==> src/rtl/vlf_pkg.sv <==
package vlf_pkg;

   localparam logic [3:0] KIND_CTRL  = 4'hF;
   localparam logic [3:0] KIND_IMAGE = 4'h0;

   typedef enum logic [2:0] {
      ST_IDLE,
      ST_CTRL,
      ST_IMG,
      ST_PAD,
      ST_DROP,
      ST_RAW
   } fix_state_e;

endpackage

==> src/rtl/vlf_dim_capture.sv <==
module vlf_dim_capture #(
   parameter int DIM_W = 16,
   localparam int SH_W  = 2 * DIM_W,
   localparam int NIBS  = SH_W / 4,
   localparam int NC_W  = $clog2(NIBS + 1)
) (
   input  logic            clk,
   input  logic            rst_n,
   input  logic            start,
   input  logic            take,
   input  logic [3:0]      nib,
   input  logic            last,
   output logic            dims_valid,
   output logic [SH_W-1:0] total
);

   logic [SH_W-1:0]  shadow_q, shadow_nx;
   logic [NC_W-1:0]  ncnt_q, ncnt_nx;
   logic [DIM_W-1:0] w_nx, h_nx;
   logic             commit;

   generate
      if (DIM_W % 4 != 0) begin : g_bad_dim
         $error("DIM_W must be a multiple of four");
      end
   endgenerate

   always_comb begin
      shadow_nx = shadow_q;
      ncnt_nx   = ncnt_q;
      if (ncnt_q < NC_W'(NIBS)) begin
         shadow_nx = {shadow_q[SH_W-5:0], nib};
         ncnt_nx   = ncnt_q + 1'b1;
      end
   end

   assign w_nx   = shadow_nx[SH_W-1:DIM_W];
   assign h_nx   = shadow_nx[DIM_W-1:0];
   assign commit = take && last && (ncnt_nx == NC_W'(NIBS)) &&
                   (w_nx != '0) && (h_nx != '0);

   always_ff @(posedge clk or negedge rst_n) begin
      if (!rst_n) begin
         shadow_q   <= '0;
         ncnt_q     <= '0;
         dims_valid <= 1'b0;
         total      <= '0;
      end else begin
         if (start) begin
            ncnt_q <= '0;
         end else if (take) begin
            shadow_q <= shadow_nx;
            ncnt_q   <= ncnt_nx;
         end
         if (commit) begin
            dims_valid <= 1'b1;
            total      <= SH_W'(w_nx) * SH_W'(h_nx);
         end
      end
   end

   // once dimensions exist they are never forgotten
   assert_dims_sticky_R7: assert property (@(posedge clk) disable iff (!rst_n)
      dims_valid |=> dims_valid);

   // an incomplete or zero-sized control packet keeps the old product
   assert_keep_dims_R8: assert property (@(posedge clk) disable iff (!rst_n)
      (take && last && !commit) |=> $stable(total));

endmodule

==> src/rtl/vlf_pix_count.sv <==
module vlf_pix_count #(
   parameter int CNT_W = 32
) (
   input  logic             clk,
   input  logic             rst_n,
   input  logic             clr,
   input  logic             inc,
   input  logic [CNT_W-1:0] total,
   output logic             last
);

   logic [CNT_W-1:0] cnt_q;

   always_ff @(posedge clk or negedge rst_n) begin
      if (!rst_n)   cnt_q <= '0;
      else if (clr) cnt_q <= '0;
      else if (inc) cnt_q <= cnt_q + 1'b1;
   end

   assign last = (cnt_q == total - 1'b1);

   // the controller never advances past the final expected pixel
   assert_no_overrun_R6: assert property (@(posedge clk) disable iff (!rst_n)
      inc |-> !last);

   assert_step_R4: assert property (@(posedge clk) disable iff (!rst_n)
      (inc && !clr) |=> cnt_q == $past(cnt_q) + 1'b1);

endmodule

==> src/rtl/vlf_event_ctr.sv <==
module vlf_event_ctr #(
   parameter int W        = 16,
   parameter bit SATURATE = 1'b0
) (
   input  logic         clk,
   input  logic         rst_n,
   input  logic         inc,
   output logic [W-1:0] count
);

   generate
      if (W < 1) begin : g_bad_w
         $error("event counter width must be positive");
      end
      if (SATURATE) begin : g_sat
         always_ff @(posedge clk or negedge rst_n) begin
            if (!rst_n)                  count <= '0;
            else if (inc && count != '1) count <= count + 1'b1;
         end
         assert_sat_step_R10: assert property (@(posedge clk) disable iff (!rst_n)
            (inc && count != '1) |=> count == $past(count) + 1'b1);
      end else begin : g_wrap
         always_ff @(posedge clk or negedge rst_n) begin
            if (!rst_n)   count <= '0;
            else if (inc) count <= count + 1'b1;
         end
         assert_wrap_step_R10: assert property (@(posedge clk) disable iff (!rst_n)
            inc |=> count == $past(count) + 1'b1);
      end
   endgenerate

   assert_idle_hold_R10: assert property (@(posedge clk) disable iff (!rst_n)
      !inc |=> $stable(count));

endmodule

==> src/rtl/vid_len_fixer.sv <==
module vid_len_fixer
   import vlf_pkg::*;
#(
   parameter int               DATA_W    = 24,
   parameter int               DIM_W     = 16,
   parameter int               STAT_W    = 16,
   parameter bit               STAT_SAT  = 1'b0,
   parameter logic [DATA_W-1:0] FILL_PIXEL = DATA_W'(24'h108080),
   localparam int              CNT_W     = 2 * DIM_W
) (
   input  logic              clk,
   input  logic              rst_n,
   input  logic              in_valid,
   output logic              in_ready,
   input  logic [DATA_W-1:0] in_data,
   input  logic              in_sop,
   input  logic              in_eop,
   output logic              out_valid,
   input  logic              out_ready,
   output logic [DATA_W-1:0] out_data,
   output logic              out_sop,
   output logic              out_eop,
   output logic [STAT_W-1:0] pad_count,
   output logic [STAT_W-1:0] trunc_count
);

   generate
      if (DATA_W < 4) begin : g_bad_data
         $error("DATA_W must hold a four-bit packet kind");
      end
   endgenerate

   fix_state_e       st_q, st_nx;
   logic             acc_in, acc_out;
   logic             hdr_ctrl, hdr_img;
   logic             dims_valid, pix_last;
   logic [CNT_W-1:0] total;
   logic             ctrl_start, ctrl_take;
   logic             pix_clr, pix_inc;
   logic             pad_inc, trunc_inc;

   assign acc_in   = in_valid && in_ready;
   assign acc_out  = out_valid && out_ready;
   assign hdr_ctrl = in_sop && (in_data[3:0] == KIND_CTRL);
   assign hdr_img  = in_sop && (in_data[3:0] == KIND_IMAGE);

   vlf_dim_capture #(.DIM_W(DIM_W)) u_dims (
      .clk        (clk),
      .rst_n      (rst_n),
      .start      (ctrl_start),
      .take       (ctrl_take),
      .nib        (in_data[3:0]),
      .last       (in_eop),
      .dims_valid (dims_valid),
      .total      (total)
   );

   vlf_pix_count #(.CNT_W(CNT_W)) u_pix (
      .clk   (clk),
      .rst_n (rst_n),
      .clr   (pix_clr),
      .inc   (pix_inc),
      .total (total),
      .last  (pix_last)
   );

   vlf_event_ctr #(.W(STAT_W), .SATURATE(STAT_SAT)) u_pad_ctr (
      .clk   (clk),
      .rst_n (rst_n),
      .inc   (pad_inc),
      .count (pad_count)
   );

   vlf_event_ctr #(.W(STAT_W), .SATURATE(STAT_SAT)) u_trunc_ctr (
      .clk   (clk),
      .rst_n (rst_n),
      .inc   (trunc_inc),
      .count (trunc_count)
   );

   // datapath selection
   always_comb begin
      out_valid = in_valid;
      out_data  = in_data;
      out_sop   = in_sop;
      out_eop   = in_eop;
      in_ready  = out_ready;
      unique case (st_q)
         ST_IDLE: begin
            if (hdr_img && dims_valid) out_eop = 1'b0;
         end
         ST_IMG: begin
            out_sop = 1'b0;
            out_eop = pix_last;
         end
         ST_PAD: begin
            out_valid = 1'b1;
            out_data  = FILL_PIXEL;
            out_sop   = 1'b0;
            out_eop   = pix_last;
            in_ready  = 1'b0;
         end
         ST_DROP: begin
            out_valid = 1'b0;
            out_sop   = 1'b0;
            out_eop   = 1'b0;
            in_ready  = 1'b1;
         end
         default: ;
      endcase
   end

   // packet sequencing
   always_comb begin
      st_nx      = st_q;
      ctrl_start = 1'b0;
      ctrl_take  = 1'b0;
      pix_clr    = 1'b0;
      pix_inc    = 1'b0;
      pad_inc    = 1'b0;
      trunc_inc  = 1'b0;
      unique case (st_q)
         ST_IDLE: begin
            if (acc_in && in_sop) begin
               if (hdr_ctrl) begin
                  ctrl_start = 1'b1;
                  st_nx      = in_eop ? ST_IDLE : ST_CTRL;
               end else if (hdr_img && dims_valid) begin
                  pix_clr = 1'b1;
                  pad_inc = in_eop;
                  st_nx   = in_eop ? ST_PAD : ST_IMG;
               end else begin
                  st_nx = in_eop ? ST_IDLE : ST_RAW;
               end
            end
         end
         ST_CTRL: begin
            if (acc_in) begin
               ctrl_take = 1'b1;
               if (in_eop) st_nx = ST_IDLE;
            end
         end
         ST_IMG: begin
            if (acc_in) begin
               if (pix_last) begin
                  trunc_inc = !in_eop;
                  st_nx     = in_eop ? ST_IDLE : ST_DROP;
               end else begin
                  pix_inc = 1'b1;
                  if (in_eop) begin
                     pad_inc = 1'b1;
                     st_nx   = ST_PAD;
                  end
               end
            end
         end
         ST_PAD: begin
            if (acc_out) begin
               if (pix_last) st_nx = ST_IDLE;
               else          pix_inc = 1'b1;
            end
         end
         ST_DROP: begin
            if (acc_in && in_eop) st_nx = ST_IDLE;
         end
         ST_RAW: begin
            if (acc_in && in_eop) st_nx = ST_IDLE;
         end
         default: st_nx = ST_IDLE;
      endcase
   end

   always_ff @(posedge clk or negedge rst_n) begin
      if (!rst_n) st_q <= ST_IDLE;
      else        st_q <= st_nx;
   end

   // an end marker inside a repaired image lands only on the final expected pixel
   assert_eop_on_last_R6: assert property (@(posedge clk) disable iff (!rst_n)
      (acc_out && out_eop && (st_q == ST_IMG || st_q == ST_PAD)) |-> pix_last);

   // filler keeps flowing until the count is met, and upstream is held off
   assert_pad_continues_R5: assert property (@(posedge clk) disable iff (!rst_n)
      (st_q == ST_PAD && acc_out && !pix_last) |=> (st_q == ST_PAD && !in_ready));

   // a stalled filler beat is held steady
   assert_pad_hold_R11: assert property (@(posedge clk) disable iff (!rst_n)
      (st_q == ST_PAD && !out_ready) |=> (out_valid && $stable(out_data) && $stable(out_eop)));

   // surplus beats never reach the output
   assert_drop_silent_R6: assert property (@(posedge clk) disable iff (!rst_n)
      (st_q == ST_IMG && acc_in && pix_last && !in_eop) |=> !out_valid);

endmodule

==> config.mk <==
export PLATFORM = sky130hd
export DESIGN_NAME = vid_len_fixer
export DESIGN_NICKNAME = d
export VERILOG_FILES = /design/src/rtl/vlf_pkg.sv /design/src/rtl/vlf_dim_capture.sv /design/src/rtl/vlf_pix_count.sv /design/src/rtl/vlf_event_ctr.sv /design/src/rtl/vid_len_fixer.sv
export SDC_FILE = /design/constraint.sdc
export NUM_CORES = 1
export LEC_CHECK = 0
export BUFFER_PORTS_ARGS = -buffer_cell sky130_fd_sc_hd__buf_2
export CAP_MARGIN = 20
export CORE_MARGIN = 3
export CORE_UTILIZATION = 25
export CTS_CLUSTER_SIZE = 25
export DETAILED_ROUTE_END_ITERATION = 10
export GPL_ROUTABILITY_DRIVEN = 0
export GPL_TIMING_DRIVEN = 0
export PLACE_DENSITY = 0.49
export REMOVE_ABC_BUFFERS = 1
export SKIP_CTS_REPAIR_TIMING = 1
export SKIP_LAST_GASP = 1
export SLEW_MARGIN = 20
export SYNTH_ARGS = -nofsm -noshare
export SYNTH_HDL_FRONTEND = slang
export SYNTH_HIERARCHICAL = 1
export SYNTH_SLANG_ARGS = --single-unit
==> constraint.sdc <==
create_clock -name clk -period 8.6 [get_ports clk]
set_input_delay 0.43 -clock clk [delete_from_list [all_inputs] [get_ports clk]]
set_output_delay 0.43 -clock clk [all_outputs]
set_load 0.05 [all_outputs]
==> results_dict.tcl, run 1 <==
set metrics [dict create \
    period_share_pct 92.5 \
    grt_pass1_vias 13143 \
    fp.dieW_um 263 \
    critPathKind "reg2reg" \
    synthTopCellsByArea "fa_1, dfrtp_1, ha_1, inv_1, nand2_1" \
    fmax_ghz 0.126 \
    grt_pass1_wl_um 71600 \
    r2r_start "u_dims/ncnt_q[3]" \
    clkSlewWorstSetupHoldPaths_ns 0.06 \
    cts_tree "yes" \
    antenna_left 0 \
    final_nets 2223 \
    drcViolationCount 0 \
    rsz0062_at_grt "false" \
    period_needed_ns 7.96 \
    slowest_delay_ns 1.01 \
    start_util_pct 25.4 \
    clock-root-buffer "clkbuf_16" \
    wirelength_um 43800 \
    wl_per_cell_um 15.9 \
    fp.dieH_um 263 \
    setup_viol 0 \
    synth_edf_count 0 \
    ys_warn_count 6 \
    critPathRequiredTime_ns 8.94 \
    dieArea_sq_mm 0.0691 \
    startpoint_type "flip-flop" \
    yosysTopAreaCell "fa_1" \
    status "finished, violations left" \
    layout_common_cells "inv_1, nand2_1, nor2_1" \
    synth_cell_type_count 76 \
    crit_start "u_dims/ncnt_q[3]" \
    relSlewSlack_pct 18.8 \
    drt_iter0_drc 982 \
    grt_max_degree 80 \
    io_buffers 89 \
    synthFlopType "dfrtp_1" \
    diodes 0 \
    crit_arrival_ns 8.29 \
    hpwl_um 35100 \
    overflow 0 \
    hp-class "in2async" \
    maxCapViolations 0 \
    async_flop_share_pct 100 \
    cp_cell_sequence "buf_16 > mux2i_1 > nor2_1 > fa_1 > inv_1 > fa_1 > inv_1 > fa_1 > fa_1 > fa_1 > inv_1 > fa_1 > inv_1 > ha_1 > and2_0 > nand2_1 > a211oi_1 > o21ai_1 > o211ai_1 > xor2_1 > mux2_2" \
    rows 93 \
    holdWs_ns -0.0269 \
    avgSynthCellArea_sq_um 9.03 \
    end_kind "flip-flop" \
    cts_sinks 136 \
    vias 13065 \
    synth-seq-area-share_pct 20.6 \
    synth_top_area_share_pct 23.5 \
    syn-cell-area_sq_mm 0.0165 \
    skew_ns 0.0129 \
    cpMostUsedCell "fa_1" \
    violations "negative hold slack" \
    viasPerCell 4.74 \
    dr.pass1.iters 5 \
    clk_latency_ns 0.45 \
    synth_seq_cells 136 \
    utilization_pct 28.7 \
    syn_to_final_growth_pct 12.9 \
    drv_slew 0 \
    cts_buffers 17 \
    core_sq_mm 0.0649 \
    syn_inst 1828 \
    tightest_slew_ns 1.18 \
    critPathSlowestCell "mux2i_1" \
    clockBufferDepth 2 \
    crit_fanout 55 \
    grt_use_total_pct 12.8 \
    h-tree-depth 4 \
    hold_violations 32 \
    drive_gt1_share_pct 12.3 \
    layout_commonest_cell "inv_1" \
    antenna_found_initial 0 \
    ioPinCount 90 \
]
==> kinds of logic after synthesis <==
| kind of cell | after synthesis | synth area share (%) |
|---|---|---|
| AO/OA/AOI/OAI | 191 | 7.64 |
| XOR/XNOR | 126 | 6.69 |
| adder cells (fa/ha/maj) | 306 | 32.0 |
| buffers and inverters | 313 | 7.48 |
| flip-flops | 136 | 20.6 |
| multiplexers | 104 | 6.83 |
| AND/OR/NAND/NOR | 652 | 18.7 |
==> synthesized netlist by cell type (4+ instances only) <==
cell type  count
mux2_2        58
nand3_1       38
o211a_1        4
nand2b_1      14
o21ai_0       57
buf_6          4
a21o_1        13
nand4b_1       4
fa_1         194
buf_2         11
nor3_2         4
buf_4          4
o21a_1         5
nor4_1        17
clkbuf_1      41
nand3b_1       5
and3_1        15
nor2b_1        6
dfrtp_1      136
or3_1         10
xnor2_1       74
nand2_1      215
or4_1          7
and2_1        23
a31oi_1       11
xor2_1        52
a21oi_1       45
a211oi_1       7
and4_1         7
nor3b_1        5
ha_1         112
mux2i_1       40
a41oi_1        4
o211ai_1       9
nor3_1        24
inv_1        252
nor2_1       213
nand4_1       27
mux2_1         4
==> per-stage QoR <==
stage | setup WS, ns | hold slack (ns) | std cells | TNS (ns) | instance area, sq um
after floorplan | 0.393 | 0.134 | 1767 | 0 | 16200
after global placement | -1.35 | 0.453 | 2711 | -19.39 | 17700
after detailed placement | 0.807 | 0.458 | 2723 | 0 | 18000
after CTS | 0.783 | -0.00450 | 2755 | 0 | 18600
after global routing | 0.283 | 0.0147 | 2755 | 0 | 18600
final | 0.643 | -0.0269 | 2755 | 0 | 18600
==> registers in the layout, indices dropped and copies added, names as in the netlist <==
register	flops
st_q	3
u_pix/cnt_q	32
u_dims/total	32
u_dims/ncnt_q	4
u_trunc_ctr/count	16
u_pad_ctr/count	16
u_dims/dims_valid	1
u_dims/shadow_q	32
==> area by class of cell <==
| type | count | area [sq um] |
|---|---|---|
| inverter | 252 | 946 |
| multi-input combinational | 1379 | 12000 |
| sequential | 136 | 3410 |
| tap | 855 | 1070 |
| clock buffer | 25 | 485 |
| fill | 6887 | 46300 |
| clock inverter | 7 | 116 |
| timing repair buffer | 101 | 627 |
==> critical path, delay by kind of cell, from the launching register on <==
kind | cells | cell delay [ns]
adder cells (fa/ha/maj) | 7 | 3.49
multiplexers | 2 | 1.27
AO/OA/AOI/OAI | 3 | 0.96
AND/OR/NAND/NOR | 3 | 0.74
flip-flops | 1 | 0.67
buffers and inverters | 5 | 0.52
XOR/XNOR | 1 | 0.10
==> path summary, 6_finish.rpt <==
path | to | slack, ns | depth (start not counted)
max | u_dims/total[29] | 0.64 | 21
max in group asynchronous | u_dims/ncnt_q[3] | 7.84 | 2
min in group clk | u_pad_ctr/count[15] | 0.46 | 1
min reg2reg | u_pad_ctr/count[15] | 0.46 | 1
min | u_pix/cnt_q[4] | -0.03 | 1
max reg2reg | u_dims/total[29] | 0.64 | 21
==> routing by layer <==
layer / track usage [%] / wire length (um) / vias to the layer above / part of all wire, %
met4: 3.55 / 816 / 0 / 1.9
met3: 2.09 / 2390 / 43 / 5.5
li1: - / - / 6092 / -
met1: 17.4 / 19700 / 6602 / 45
met5: 0 / 0 / - / 0
met2: 21.1 / 20800 / 328 / 48
Power of run 1 is not shown: default switching activity piles up to over one toggle a cycle in this logic, so the estimate is an artifact.
==> run 2, diff against run 1 <==
--- a/config.mk
+++ b/config.mk
@@ -7,6 +7,7 @@
 export LEC_CHECK = 0
 export BUFFER_PORTS_ARGS = -buffer_cell sky130_fd_sc_hd__buf_2
 export CAP_MARGIN = 20
+export CORE_ASPECT_RATIO = 0.6
 export CORE_MARGIN = 3
 export CORE_UTILIZATION = 25
 export CTS_CLUSTER_SIZE = 25
@@ -17,7 +18,6 @@
 export REMOVE_ABC_BUFFERS = 1
 export SKIP_CTS_REPAIR_TIMING = 1
 export SKIP_LAST_GASP = 1
-export SLEW_MARGIN = 20
 export SYNTH_ARGS = -nofsm -noshare
 export SYNTH_HDL_FRONTEND = slang
 export SYNTH_HIERARCHICAL = 1
==> run 2 against run 1 <==
The run still ends with negative hold slack left. Count of clock-buffer cells in the layout fell by 7. Critical path depth did not move. Non-clock buffer count rose by 16. Wire length rose by 7.6%. Critical endpoint is now u_dims/total[21]. Highest routed layer is now met5.
==> results_dict.tcl, run 2 (same netlist as run 1, synthesis figures left out) <==
set metrics [dict create \
    grt_pass1_wl_um 74700 \
    setup_viol 0 \
    rows 72 \
    r2r-end "u_dims/total[21]" \
    hold_violations 22 \
    relSlewSlack_pct 18.9 \
    skew_ns 0.0169 \
    layout_common_cells "inv_1, nand2_1, nor2_1" \
    maxCapViolations 0 \
    core_sq_mm 0.0649 \
    dr.pass1.iters 5 \
    tightest_slew_ns 1.18 \
    period_needed_ns 8.09 \
    rsz0062_at_grt "false" \
    drt_iter0_drc 1017 \
    clkSlewWorstSetupHoldPaths_ns 0.07 \
    antenna_left 0 \
    syn_to_final_growth_pct 13.0 \
    multi_input_area_sq_mm 0.0119 \
    grt_pass1_vias 12813 \
    critPathKind "reg2reg" \
    drive_gt1_share_pct 12.9 \
    drv_slew 0 \
    final_area_sq_mm 0.0186 \
    register_area_sq_mm 0.00341 \
    antenna_found_initial 0 \
    grt_max_degree 74 \
    fmax_ghz 0.124 \
    worst_r2r_path_depth 21 \
    fp.dieW_um 338 \
    clockBufferDepth 2 \
    start_util_pct 25.4 \
    startpoint_type "flip-flop" \
    fp.dieH_um 205 \
    wl_per_cell_um 17.0 \
    vias 13169 \
    hp-class "in2async" \
    cts_buffers 17 \
    clk_latency_ns 0.44 \
    crit_arrival_ns 8.40 \
    overflow 0 \
    crit_fanout 67 \
    drcViolationCount 0 \
    grt_use_total_pct 13.9 \
    period_share_pct 94.1 \
    viasPerCell 4.76 \
    io_buffers 89 \
    r2r_start "u_dims/ncnt_q[3]" \
    ioPinCount 90 \
    dieArea_sq_mm 0.0692 \
    holdWs_ns -0.00939 \
    critPathRequiredTime_ns 8.91 \
    h-tree-depth 4 \
    wirelength_um 47100 \
    hpwl_um 38600 \
    violations "negative hold slack" \
    end_kind "flip-flop" \
    cts_tree "yes" \
    layout_commonest_cell "inv_1" \
    cts_sinks 136 \
    status "finished, violations left" \
    placed_area_sq_mm 0.0181 \
    final_nets 2239 \
    top_regs "u_dims/shadow_q x32, u_dims/total x32, u_pix/cnt_q x32" \
    r2r_setup_slack_ns 0.51 \
    fill_cells 6914 \
    clock-root-buffer "clkbuf_16" \
]
run 2: changes by cell type in the layout (fill, tap and decap cells not counted), sizes merged:
cell and change:
bufinv -3, clkinvlp +1, inv +11, buf +16, clkbuf -7, clkinv -2, diode +1
run 2: how the worst max path moves through the flow:
stage	startpoint	end	slack, ns	cells past startpoint
2_1_floorplan	u_dims/ncnt_q[3]	u_dims/total[28]	0.39	20
3_3_place_gp	u_dims/ncnt_q[3]	u_dims/total[21]	-1.64	20
3_5_place_dp	u_dims/ncnt_q[3]	u_dims/total[21]	0.74	21
4_1_cts	u_dims/ncnt_q[3]	u_dims/total[21]	0.71	21
5_1_grt	u_dims/ncnt_q[3]	u_dims/total[21]	0.28	21
6_report	u_dims/ncnt_q[3]	u_dims/total[21]	0.51	21
run 2: area by class of cell:
class                   instances  area share [%]
well taps                     851            5.71
clock inverters                14           0.664
flip-flops and latches        136            18.3
clock buffers                  18            2.30
multi-input cells            1379            63.9
inverters                     252            5.07
repair buffers                117            4.04
diodes                          1          0.0134
run 2: metrics by stage:
stage / hold WS [ns] / TNS [ns] / instances / util (%) / setup WS [ns]
floorplan: 0.134 / 0 / 1767 / - / 0.393
global placement: 0.457 / -21.99 / 2707 / 27.3 / -1.64
detailed placement: 0.459 / 0 / 2731 / 27.8 / 0.738
CTS: -0.00212 / 0 / 2763 / 28.7 / 0.714
global route: 0.0207 / 0 / 2767 / 28.7 / 0.281
finish: -0.00939 / 0 / 2768 / 28.7 / 0.508
run 2: layer usage:
metal / vias up / GRT usage (%) / part of all wire, % / routed length, um
li1: 6123 / - / - / -
met1: 6563 / 22.2 / 52 / 24500
met2: 456 / 17.2 / 36 / 16800
met3: 25 / 5.29 / 11 / 5400
met4: 2 / 2.11 / 0.68 / 319
met5: - / 1.49 / 0.30 / 142
run 2: critical path, stage by stage (launching register included):
cell and delay [ns]:
dfrtp_4 0.52, buf_16 0.33, mux2i_2 0.86, nor2_1 0.16
fa_1 0.55, inv_1 0.06, fa_1 0.53, inv_1 0.06
fa_1 0.52, fa_1 0.44, fa_1 0.54, inv_1 0.05
fa_1 0.53, inv_1 0.04, ha_1 0.38, and2_0 0.54
nand2_1 0.17, a211oi_1 0.57, o21ai_1 0.38, nor2b_1 0.25
xnor2_1 0.16, mux2_2 0.26
Power of run 2 is left out for the same reason.
==> run 3, diff against run 2 <==
--- a/config.mk
+++ b/config.mk
@@ -5,6 +5,7 @@
 export SDC_FILE = /design/constraint.sdc
 export NUM_CORES = 1
 export LEC_CHECK = 0
+export ABC_AREA = 1
 export BUFFER_PORTS_ARGS = -buffer_cell sky130_fd_sc_hd__buf_2
 export CAP_MARGIN = 20
 export CORE_ASPECT_RATIO = 0.6
@@ -15,6 +16,7 @@
 export GPL_ROUTABILITY_DRIVEN = 0
 export GPL_TIMING_DRIVEN = 0
 export PLACE_DENSITY = 0.49
+export RECOVER_POWER = 100
 export REMOVE_ABC_BUFFERS = 1
 export SKIP_CTS_REPAIR_TIMING = 1
 export SKIP_LAST_GASP = 1
==> constraint.sdc (replaced) <==
create_clock -name clk -period 8.4 [get_ports clk]
set_input_delay 0.42 -clock clk [delete_from_list [all_inputs] [get_ports clk]]
set_output_delay 0.42 -clock clk [all_outputs]
set_load 0.05 [all_outputs]
==> run 3 against run 2 <==
The run ends with max-capacitance violations, max-slew violations left. Global-route usage rose by 1.5 points. Cell count rose by 26%. Clock skew fell by 0.0042 ns. Synthesized cell count increased by 37%. Die area rose by 7.7%. Non-clock buffer count decreased by 14. Worst hold slack gained 0.49 ns. Fmax is 4.4% higher. Register-to-register slack improved by 0.14 ns. Critical path type unchanged. Critical endpoint unchanged.
==> results_dict.tcl, run 3 <==
set metrics [dict create \
    r2r_start "u_dims/ncnt_q[3]" \
    synth_common_cells "nand2_1, inv_1, nor2_1, fa_1, dfrtp_1" \
    cts_tree "yes" \
    antenna_found_initial 0 \
    ioPinCount 90 \
    hp-start "in_valid" \
    fmax_ghz 0.129 \
    crit_fanout 44 \
    viasPerCell 4.45 \
    tns_ns 0 \
    synth_top_area_share_pct 21.8 \
    end_kind "flip-flop" \
    drive_gt1_share_pct 5.32 \
    status "finished, violations left" \
    rsz0062_at_grt "false" \
    fp.dieW_um 350 \
    fp.dieH_um 213 \
    clockBufferDepth 2 \
    top_regs "u_dims/shadow_q x32, u_dims/total x32, u_pix/cnt_q x32" \
    yosysTopAreaCell "fa_1" \
    cellLeakagePower_nw 10.4 \
    crit_arrival_ns 8.09 \
    start_util_pct 25.4 \
    drcViolationCount 0 \
    max-vdd-ir-drop_mv 0.193 \
    maxCapViolations 5 \
    grt_pass1_wl_um 88900 \
    dp_slack_ns 1.07 \
    vias 15558 \
    clk_latency_ns 0.46 \
    overflow 0 \
    synth_cell_type_count 52 \
    synth_edf_count 0 \
    startpoint_type "flip-flop" \
    r2r-end "u_dims/total[21]" \
    layout_common_cells "nand2_1, inv_1, nor2_1" \
    powerDensity_mw_per_mm2 325 \
    drt_iter0_drc 1308 \
    layout_commonest_cell "nand2_1" \
    final_nets 2897 \
    synth_seq_cells 136 \
    fill_cells 7834 \
    relSlewSlack_pct -90.8 \
    violations "max-capacitance violations, max-slew violations" \
    wl_per_cell_um 16.0 \
    clkSlewWorstSetupHoldPaths_ns 0.07 \
    h-tree-depth 4 \
    hpwl_um 45900 \
    synthFlopType "dfrtp_1" \
    period_needed_ns 7.75 \
    cts_sinks 136 \
    rows 75 \
    hold_violations 0 \
    period_share_pct 92.3 \
    diodes 0 \
    dieArea_sq_mm 0.0745 \
    async_flop_share_pct 100 \
    post-synth-top-count-cell "nand2_1" \
    holdWs_ns 0.477 \
    grt_max_degree 90 \
    cts_buffers 17 \
    critPathKind "reg2reg" \
    synthTopCellsByArea "fa_1, dfrtp_1, nand2_1, inv_1, ha_1" \
    critPathRequiredTime_ns 8.74 \
    skew_ns 0.0127 \
    ys_warn_count 6 \
    syn_inst 2498 \
    r2r_setup_slack_ns 0.65 \
    io_buffers 89 \
    synth-seq-area-share_pct 19.1 \
    grt_pass1_vias 14924 \
    drv_slew 188 \
    syn_to_final_growth_pct 10.7 \
    layout_setup_ws_ns 0.646 \
    core_sq_mm 0.0702 \
    grt_use_total_pct 15.5 \
    wirelength_um 55900 \
    dr.pass1.iters 7 \
    hold_depth 4 \
    tightest_slew_ns 2.86 \
    avgSynthCellArea_sq_um 7.13 \
    clock-root-buffer "clkbuf_16" \
    hp-class "in2reg" \
    worst_r2r_path_depth 24 \
    whs_endpoint "st_q[2]" \
    syn-cell-area_sq_mm 0.0178 \
    setup_viol 0 \
    antenna_left 0 \
]
-- run 3: changes by cell type after synthesis, moves of 18 or more --
cell / previous run / this run
nand2_1: 215 / 705
inv_1: 252 / 510
nor2_1: 213 / 307
mux2_2: 58 / 0
nand3_1: 38 / 88
mux2i_1: 40 / 0
xnor2_1: 74 / 37
o21ai_1: 2 / 32
and2_1: 23 / 0
nor2_2: 0 / 18
-- run 3: area by class of cell --
| cell class | instances | area [sq um] | share of cell area (%) |
|---|---|---|---|
| clock buffers | 18 | 439 | 2.23 |
| clock inverters | 14 | 151 | 0.769 |
| inverters | 527 | 1980 | 10.0 |
| multi-input cells | 1776 | 12000 | 61.0 |
| flip-flops and latches | 136 | 3400 | 17.3 |
| well taps | 924 | 1160 | 5.87 |
| repair buffers | 103 | 544 | 2.76 |
-- run 3: worst max path at each step --
stage | start | endpoint | slack, ns | cells after the start
floorplan | u_dims/ncnt_q[3] | u_dims/total[31] | 1.62 | 24
global placement | u_dims/ncnt_q[3] | u_dims/total[31] | -0.76 | 24
detailed placement | u_dims/ncnt_q[3] | u_dims/total[29] | 1.07 | 24
CTS | u_dims/ncnt_q[3] | u_dims/total[29] | 1.04 | 24
global route | u_dims/ncnt_q[3] | u_dims/total[31] | 0.40 | 24
finish | u_dims/ncnt_q[3] | u_dims/total[21] | 0.65 | 24
-- run 3: worst max-delay path, stage by stage (launching register included) --
cell and delay (ns):
dfrtp_1 0.61, buf_12 0.30, o21ai_0 0.87, inv_1 0.64, nor2_1 0.30, fa_1 0.45, inv_1 0.10, fa_1 0.41
fa_1 0.51, inv_1 0.04, fa_1 0.47, fa_1 0.54, inv_1 0.05, fa_1 0.52, inv_1 0.04, ha_1 0.36
nand2_1 0.12, nor2_1 0.37, nand3_1 0.17, nand3b_1 0.31, nand2_1 0.13, nand2_1 0.09, nand2_1 0.05, nand3_1 0.10
nand2_1 0.05
-- run 3: kinds of logic (layout without fill, tap and decap cells) --
kind of cell	count (synthesis)	in the layout	synth area share (%)
buffers and inverters	586	662	12.8
AOI/OAI and AO/OA	154	154	4.83
and+or+nand+nor	1241	1241	29.8
DFF	136	136	19.1
xor gates and xnor gates	75	75	3.73
adders and majority gates	306	306	29.7
-- run 3: stage by stage --
step                std cells  power (mW)  utilization (%)  instance area (sq um)
global placement         3452        5.54             27.2                  19100
CTS                      3496        6.41             28.3                  19900
floorplan                2439        4.15                -                  17500
global route             3498        7.09             28.1                  19700
detailed placement       3464        5.58             27.5                  19300
finish                   3498        6.41             28.1                  19700
-- run 3: metal layers --
| metal | track usage (%) | share of wire [%] | vias up |
|---|---|---|---|
| li1 | - | - | 7646 |
| met1 | 26.2 | 55 | 7331 |
| met2 | 18.0 | 32 | 552 |
| met3 | 5.39 | 12 | 29 |
| met4 | 1.83 | 0.60 | 0 |
| met5 | 0 | 0 | - |
-- run 3: where the power goes --
| part | switching, mW | total [mW] | internal (mW) |
|---|---|---|---|
| clock | 0.361 | 0.789 | 0.429 |
| combinational | 3.21 | 4.73 | 1.52 |
| sequential | 0.126 | 0.884 | 0.758 |
| total | 3.70 | 6.41 | 2.71 |
No activity file was read; power rests on OpenSTA's default activity.
